<file path="config.mk">
export PLATFORM = sky130hd
export DESIGN_NAME = nor_bus_frontend
export DESIGN_NICKNAME = d
export VERILOG_FILES = /design/src/rtl/nor_fe_pkg.sv /design/src/rtl/nfe_strobe_filter.sv /design/src/rtl/nfe_wr_capture.sv /design/src/rtl/nfe_idle_timer.sv /design/src/rtl/nor_bus_frontend.sv
export SDC_FILE = /design/constraint.sdc
export NUM_CORES = 1
export LEC_CHECK = 0
export BUFFER_PORTS_ARGS = -buffer_cell sky130_fd_sc_hd__buf_2
export CAP_MARGIN = 20
export CORE_MARGIN = 5
export CORE_UTILIZATION = 45
export CTS_CLUSTER_DIAMETER = 30
export DETAILED_ROUTE_END_ITERATION = 16
export PLACE_DENSITY_LB_ADDON = 0.12
export SETUP_SLACK_MARGIN = 0.4
export SYNTH_ARGS = -nofsm -noshare
export SYNTH_HDL_FRONTEND = slang
export SYNTH_SLANG_ARGS = --single-unit
</file>
<file path="constraint.sdc">
create_clock -name clk -period 1.96 [get_ports clk]
set_clock_uncertainty 0.2 [all_clocks]
set_input_delay 0.294 -clock clk [delete_from_list [all_inputs] [get_ports clk]]
set_output_delay 0.294 -clock clk [all_outputs]
set_load 0.03 [all_outputs]
</file>
<file path="src/rtl/nor_fe_pkg.sv">
package nor_fe_pkg;

    localparam int NSTROBE = 3;

    localparam logic [7:0] MFR_CODE     = 8'h20;
    localparam logic [7:0] DEV_CODE_TOP = 8'hEE;
    localparam logic [7:0] DEV_CODE_BOT = 8'hEF;

    typedef enum logic [1:0] {
        WR_IDLE   = 2'd0,
        WR_ACTIVE = 2'd1,
        WR_DROP   = 2'd2
    } wr_state_e;

endpackage

</file>
<file path="src/rtl/nfe_strobe_filter.sv">
module nfe_strobe_filter #(
    parameter int GLITCH_CYC = 3
) (
    input  logic clk,
    input  logic rst_n,
    input  logic raw_n,
    output logic filt_n
);
    localparam int CW = $clog2(GLITCH_CYC + 1);

    typedef struct packed {
        logic [1:0]    sync;
        logic [CW-1:0] cnt;
        logic          filt;
    } flt_t;

    flt_t d, q;

    always_comb begin
        d = q;
        d.sync = {q.sync[0], raw_n};
        if (q.sync[1] != q.filt) begin
            if (q.cnt == CW'(GLITCH_CYC - 1)) begin
                d.filt = q.sync[1];
                d.cnt  = '0;
            end else begin
                d.cnt = q.cnt + 1'b1;
            end
        end else begin
            d.cnt = '0;
        end
    end

    always_ff @(posedge clk or negedge rst_n) begin
        if (!rst_n) begin
            q.sync <= 2'b11;
            q.cnt  <= '0;
            q.filt <= 1'b1;
        end else begin
            q <= d;
        end
    end

    assign filt_n = q.filt;

    // the filtered level only ever moves to the synchronized level
    a_r5_filter_follows_sync: assert property (@(posedge clk) disable iff (!rst_n)
        (q.filt != $past(q.filt)) |-> ($past(q.sync[1]) == q.filt));

endmodule

</file>
<file path="src/rtl/nfe_wr_capture.sv">
module nfe_wr_capture
    import nor_fe_pkg::*;
#(
    parameter int AW = 18,
    parameter int DW = 16
) (
    input  logic          clk,
    input  logic          rst_n,
    input  logic          ce_f,
    input  logic          oe_f,
    input  logic          we_f,
    input  logic          byte_n,
    input  logic [AW-1:0] addr,
    input  logic [DW-1:0] dq_in,
    output logic          wr_valid,
    output logic [AW:0]   wr_addr,
    output logic [DW-1:0] wr_data
);
    localparam int BW = DW / 2;

    typedef struct packed {
        wr_state_e     st;
        logic          bmode;
        logic [AW:0]   adr;
        logic [DW-1:0] dat;
        logic          vld;
    } cap_t;

    cap_t d, q;
    logic in_write;

    always_comb begin
        in_write = !ce_f && !we_f;
        d = q;
        d.vld = 1'b0;
        case (q.st)
            WR_IDLE: begin
                if (in_write) begin
                    if (oe_f) begin
                        d.st    = WR_ACTIVE;
                        d.bmode = !byte_n;
                        d.adr   = byte_n ? {addr, 1'b0} : {addr, dq_in[DW-1]};
                    end else begin
                        d.st = WR_DROP;
                    end
                end
            end
            WR_ACTIVE: begin
                if (!oe_f) begin
                    d.st = WR_DROP;
                end else if (!in_write) begin
                    d.st  = WR_IDLE;
                    d.vld = 1'b1;
                    d.dat = q.bmode ? {{(DW-BW){1'b0}}, dq_in[BW-1:0]} : dq_in;
                end
            end
            WR_DROP: begin
                if (!in_write) d.st = WR_IDLE;
            end
            default: d.st = WR_IDLE;
        endcase
    end

    always_ff @(posedge clk or negedge rst_n) begin
        if (!rst_n) begin
            q.st    <= WR_IDLE;
            q.bmode <= 1'b0;
            q.adr   <= '0;
            q.dat   <= '0;
            q.vld   <= 1'b0;
        end else begin
            q <= d;
        end
    end

    assign wr_valid = q.vld;
    assign wr_addr  = q.adr;
    assign wr_data  = q.dat;

    // a completed write is reported for one cycle only
    a_r3_single_pulse: assert property (@(posedge clk) disable iff (!rst_n)
        q.vld |=> !q.vld);

    // the captured address holds while the write is open
    a_r3_addr_held: assert property (@(posedge clk) disable iff (!rst_n)
        (q.st == WR_ACTIVE) |=> $stable(q.adr));

    // a dropped write never reports
    a_r4_drop_silent: assert property (@(posedge clk) disable iff (!rst_n)
        (q.st == WR_DROP) |=> !q.vld);

endmodule

</file>
<file path="src/rtl/nfe_idle_timer.sv">
module nfe_idle_timer
    import nor_fe_pkg::*;
#(
    parameter int AW       = 18,
    parameter int IDLE_CYC = 8
) (
    input  logic               clk,
    input  logic               rst_n,
    input  logic [NSTROBE-1:0] strobes,
    input  logic [AW:0]        full_addr,
    output logic               auto_stby
);
    localparam int CW = $clog2(IDLE_CYC + 1);

    typedef struct packed {
        logic [NSTROBE-1:0] prev_s;
        logic [AW:0]        prev_a;
        logic [CW-1:0]      cnt;
        logic               stby;
    } idl_t;

    idl_t d, q;
    logic activity;

    always_comb begin
        activity = (strobes != q.prev_s) || (full_addr != q.prev_a);
        d = q;
        d.prev_s = strobes;
        d.prev_a = full_addr;
        if (activity) begin
            d.cnt  = '0;
            d.stby = 1'b0;
        end else if (q.cnt == CW'(IDLE_CYC - 1)) begin
            d.stby = 1'b1;
        end else begin
            d.cnt = q.cnt + 1'b1;
        end
    end

    always_ff @(posedge clk or negedge rst_n) begin
        if (!rst_n) begin
            q.prev_s <= '1;
            q.prev_a <= '0;
            q.cnt    <= '0;
            q.stby   <= 1'b0;
        end else begin
            q <= d;
        end
    end

    assign auto_stby = q.stby;

    // any bus activity wakes the block on the next cycle
    a_r6_wake_on_activity: assert property (@(posedge clk) disable iff (!rst_n)
        activity |=> !q.stby);

endmodule

</file>
<file path="src/rtl/nor_bus_frontend.sv">
module nor_bus_frontend
    import nor_fe_pkg::*;
#(
    parameter int AW         = 18,
    parameter int DW         = 16,
    parameter int GLITCH_CYC = 3,
    parameter int IDLE_CYC   = 8,
    parameter bit TOP_BOOT   = 1'b1
) (
    input  logic          clk,
    input  logic          rst_n,
    input  logic          ce_n,
    input  logic          oe_n,
    input  logic          we_n,
    input  logic          byte_n,
    input  logic [AW-1:0] addr,
    input  logic [DW-1:0] dq_in,
    input  logic          id_mode,
    output logic [DW-1:0] dq_out,
    output logic [DW-1:0] dq_oe,
    output logic [AW:0]   rd_addr,
    input  logic [DW-1:0] rd_data,
    output logic          wr_valid,
    output logic [AW:0]   wr_addr,
    output logic [DW-1:0] wr_data,
    output logic          standby,
    output logic          auto_stby
);
    localparam int BW = DW / 2;
    localparam logic [7:0] DEV_CODE = TOP_BOOT ? DEV_CODE_TOP : DEV_CODE_BOT;

    logic [NSTROBE-1:0] raw_s, filt_s;
    logic ce_f, oe_f, we_f;
    logic [AW:0] full_addr;
    logic rd_active;
    logic [BW-1:0] id_code;

    assign raw_s = {ce_n, oe_n, we_n};

    for (genvar gi = 0; gi < NSTROBE; gi++) begin : g_filt
        nfe_strobe_filter #(.GLITCH_CYC(GLITCH_CYC)) u_filt (
            .clk    (clk),
            .rst_n  (rst_n),
            .raw_n  (raw_s[gi]),
            .filt_n (filt_s[gi])
        );
    end

    assign ce_f = filt_s[2];
    assign oe_f = filt_s[1];
    assign we_f = filt_s[0];

    assign full_addr = byte_n ? {addr, 1'b0} : {addr, dq_in[DW-1]};
    assign rd_addr   = full_addr;
    assign standby   = ce_f;

    nfe_wr_capture #(.AW(AW), .DW(DW)) u_wr (
        .clk      (clk),
        .rst_n    (rst_n),
        .ce_f     (ce_f),
        .oe_f     (oe_f),
        .we_f     (we_f),
        .byte_n   (byte_n),
        .addr     (addr),
        .dq_in    (dq_in),
        .wr_valid (wr_valid),
        .wr_addr  (wr_addr),
        .wr_data  (wr_data)
    );

    nfe_idle_timer #(.AW(AW), .IDLE_CYC(IDLE_CYC)) u_idle (
        .clk       (clk),
        .rst_n     (rst_n),
        .strobes   (filt_s),
        .full_addr (full_addr),
        .auto_stby (auto_stby)
    );

    typedef struct packed {
        logic [DW-1:0] dout;
        logic [DW-1:0] doe;
    } rd_t;

    rd_t d, q;

    always_comb begin
        rd_active = !ce_f && !oe_f && we_f;
        case (addr[1:0])
            2'b00:   id_code = BW'(MFR_CODE);
            2'b01:   id_code = BW'(DEV_CODE);
            default: id_code = '0;
        endcase
        d = q;
        d.dout = '0;
        d.doe  = '0;
        if (rd_active) begin
            if (id_mode) begin
                d.dout[BW-1:0] = id_code;
            end else if (byte_n) begin
                d.dout = rd_data;
            end else begin
                d.dout[BW-1:0] = full_addr[0] ? rd_data[DW-1:BW] : rd_data[BW-1:0];
            end
            d.doe = byte_n ? {DW{1'b1}} : {{(DW-BW){1'b0}}, {BW{1'b1}}};
        end
    end

    always_ff @(posedge clk or negedge rst_n) begin
        if (!rst_n) begin
            q.dout <= '0;
            q.doe  <= '0;
        end else begin
            q <= d;
        end
    end

    assign dq_out = q.dout;
    assign dq_oe  = q.doe;

    // bus released when output or chip enable is inactive
    a_r2_release_when_disabled: assert property (@(posedge clk) disable iff (!rst_n)
        (oe_f || ce_f) |=> (dq_oe == '0));

    // upper lane stays released during byte-mode reads
    a_r8_upper_lane_hiz: assert property (@(posedge clk) disable iff (!rst_n)
        (rd_active && !byte_n) |=> (dq_oe[DW-1:BW] == '0));

    // signature reads carry a zero upper byte
    a_r7_id_upper_zero: assert property (@(posedge clk) disable iff (!rst_n)
        (rd_active && id_mode) |=> (dq_out[DW-1:BW] == '0));

endmodule

</file>
==> flow_summary.toml <==
[route]
vias_per_cell = 4.61
wl_per_cell_um = 15.2
ant_nets = 0
vias = 2969
wirelength_um = 9770
drt_first_pass_iters = 4
drt_drc_violations_left = 0
drt_first_iter_violations = 93

[cells_and_area]
multiInputGateArea_um2 = 1400
diodes = 0
nets = 586
area_growth_pct = 42.3
n_fill_cell = 725
drive_gt1_frac = 0.503
seq_area_um2 = 2490
final_cells = 644

[critical_path]
path_class = "register to register"
r2r_slack_ns = 0.13
slowest_stage = "dfrtp_1"
crit_path_cell_trace = "xor2_2, nor4_2, nand4_1, buf_4, a2111oi_2"
timing.rr.end = "u_idle.auto_stby"
critPathLaunchType = "register"
crit_path_end_kind = "register"
r2r-start = "u_idle.q[20]"
worst-path-buf-inv = 1
reg2reg_depth = 5
slowest_delay_ns = 0.41
crit_arrival_ns = 1.88
cp_top_family = "simple AND/OR/NAND/NOR gates"
cp_max_fo = 2
cp.depth = 5
required_ns = 2.01

[placed_design]
io_buffers = 145
place_inst = 544
place_congestion = 0.763
hpwl_um = 6090

[hold_path]
min_delay_path_depth = 2
hold-path-endpoint = "u_wr.wr_addr[14]"
hold_start = "addr[13]"
hold_path.class = "primary input to register"

[global_routing]
met1_usage = 0.224
busiest_layer = "met2"
grt_max_degree = 37
grt_use_met3 = 0.0452
grt-ovfl-total = 0
met2_usage = 0.278
grt_antenna_before_repair = 0
grt_util_all_layers = 0.170
grt_pass1_wl_um = 15200
first_global_vias = 3022

[power_and_ir_drop]
p_leak_nw = 3.01
peakVddDrop_mv = 0.683
powerDensity_nw_per_um2 = 1360

[synth]
yosys.area.top_type = "dfrtp_1"
synth_area_leaders = "dfrtp_1, buf_4, dfstp_2"
synthesis.area_um2 = 4210
synthFlopType = "dfrtp_1"
synthCells = 355
synth_edf_count = 0
ys_seq_elements = 99
yosysSeqAreaShare = 0.592
synth.top_cell.area_share = 0.517
synth_common_cells = "dfrtp_1, buf_4, nand2_1, mux2_2, xor2_1"
yosysWarnings = 0
async_flop_share = 1.00
yosys.cell_count.top_type = "dfrtp_1"
ys_types = 35
synth_fp_nets = 413
synth_area_per_cell_um2 = 11.9

[clocking]
root_buffer = "clkbuf_8"
clkTransAtPathRegs_ns = 0.10
clockBufferDepth = 2
htree_num_levels = 3
cts_buffers = 9
clk_latency_ns = 0.36
cts_tree = "built"
clock-sinks = 99

[sta]
period_minus_slack_ns = 1.83
rsz0062_at_grt = "yes"
worst_pin_slew_ns = 0.475
setup_tns_ns = 0
whs_ns = 0.0214
slew_viol_final = 0
clock.fmax_mhz = 547
period_share = 0.932
setup_viol = 0
hold_violations = 0
slew_headroom = 0.684

[floorplanning]
die_x_um = 107
start_util = 0.458
rows = 35
fp.dieH_um = 107
die_area_um2 = 11400
io_pins = 146
core_um2 = 9200

[run_status]
status = "complete, no violations"

[job]
cap_violations = 0
## where the power goes
part / total [mW] / switching (mW) / leakage (nW) / internal [mW]
clock network: 1.35 / 0.712 / 0.0995 / 0.636
logic: 3.74 / 2.15 / 1.70 / 1.59
registers: 3.04 / 0.353 / 1.21 / 2.69
total: 8.13 / 3.22 / 3.01 / 4.92
## flip-flops by register name (all words and copies together), names as in the netlist
name,cells
dq_oe,2
dq_out,16
g_filt.u_filt.d,3
g_filt.u_filt.filt_n,3
g_filt.u_filt.q,9
u_idle.auto_stby,1
u_idle.q,26
u_wr.q,3
u_wr.wr_addr,19
u_wr.wr_data,16
u_wr.wr_valid,1
## how the worst max path moves through the flow
stage	start	slack, ns	endpoint
after floorplan	g_filt[2].u_filt.filt_n	0.22	u_wr.wr_data[15]
after global placement	g_filt[1].u_filt.filt_n	0.14	u_wr.wr_addr[10]
after detailed placement	g_filt[0].u_filt.filt_n	0.05	u_idle.q[3]
after CTS	g_filt[1].u_filt.filt_n	0.12	u_wr.wr_addr[15]
after global routing	u_idle.q[20]	0.02	u_idle.auto_stby
final	u_idle.q[20]	0.13	u_idle.auto_stby
## cell families after synthesis
| kind of cell | after synthesis | synth area share |
|---|---|---|
| and+or+nand+nor | 112 | 0.132 |
| DFF | 99 | 0.592 |
| buffers and inverters | 81 | 0.138 |
| xor gates and xnor gates | 26 | 0.0541 |
| muxes | 24 | 0.0636 |
| AOI/OAI and AO/OA | 12 | 0.0187 |
| adders and majority gates | 1 | 0.00297 |
## repair_timing
action	CTS	global route
buffers inserted	9	12
pin swaps	8	25
hold buffers	58	1
setup endpoints to repair	57	76
resized for setup	19	45
endpoints found under the hold margin	76	1
cloned	2	2
## layer usage
layer	share of wire	vias up
met5	0	-
met4	0.012	0
met3	0.049	8
met2	0.51	83
met1	0.43	1436
li1	-	1442
## cell usage in the layout, fill, tap and decap left out, types with 3 or more instances in the layout
| cell type | count |
|---|---|
| mux2_2 | 3 |
| buf_4 | 17 |
| mux2_4 | 19 |
| buf_12 | 4 |
| nor2b_1 | 4 |
| dfrtp_1 | 85 |
| nor3_1 | 5 |
| buf_6 | 12 |
| nand2_1 | 52 |
| nand2_2 | 5 |
| clkbuf_8 | 10 |
| dfstp_2 | 12 |
| nor4_2 | 5 |
| and2_1 | 7 |
| nand3_2 | 8 |
| buf_2 | 142 |
| a31oi_1 | 5 |
| dlygate4sd3_1 | 59 |
| nor3b_1 | 3 |
| nand3_1 | 3 |
| xnor2_1 | 10 |
| xor2_1 | 15 |
| nor4_4 | 3 |
## stage by stage
step                 util  worst slack [ns]  power, mW  area, µm²
floorplan               -             0.218       5.93       4320
global placement    0.513             0.140       6.11       4720
detailed placement  0.513            0.0534       6.19       4720
CTS                 0.621             0.124       8.00       5710
global route        0.652            0.0243       8.59       6000
finish              0.652             0.133       8.13       6000
## layout make-up
cell class              instances  share of cell area
flip-flops and latches         99               0.416
repair buffers                236               0.283
multi-input cells             175               0.234
well taps                     111              0.0232
clock buffers                  10              0.0230
clock inverters                 6              0.0119
repair inverters                2             0.00459
inverters                       5             0.00438
Power figures use the tool's default switching activity.
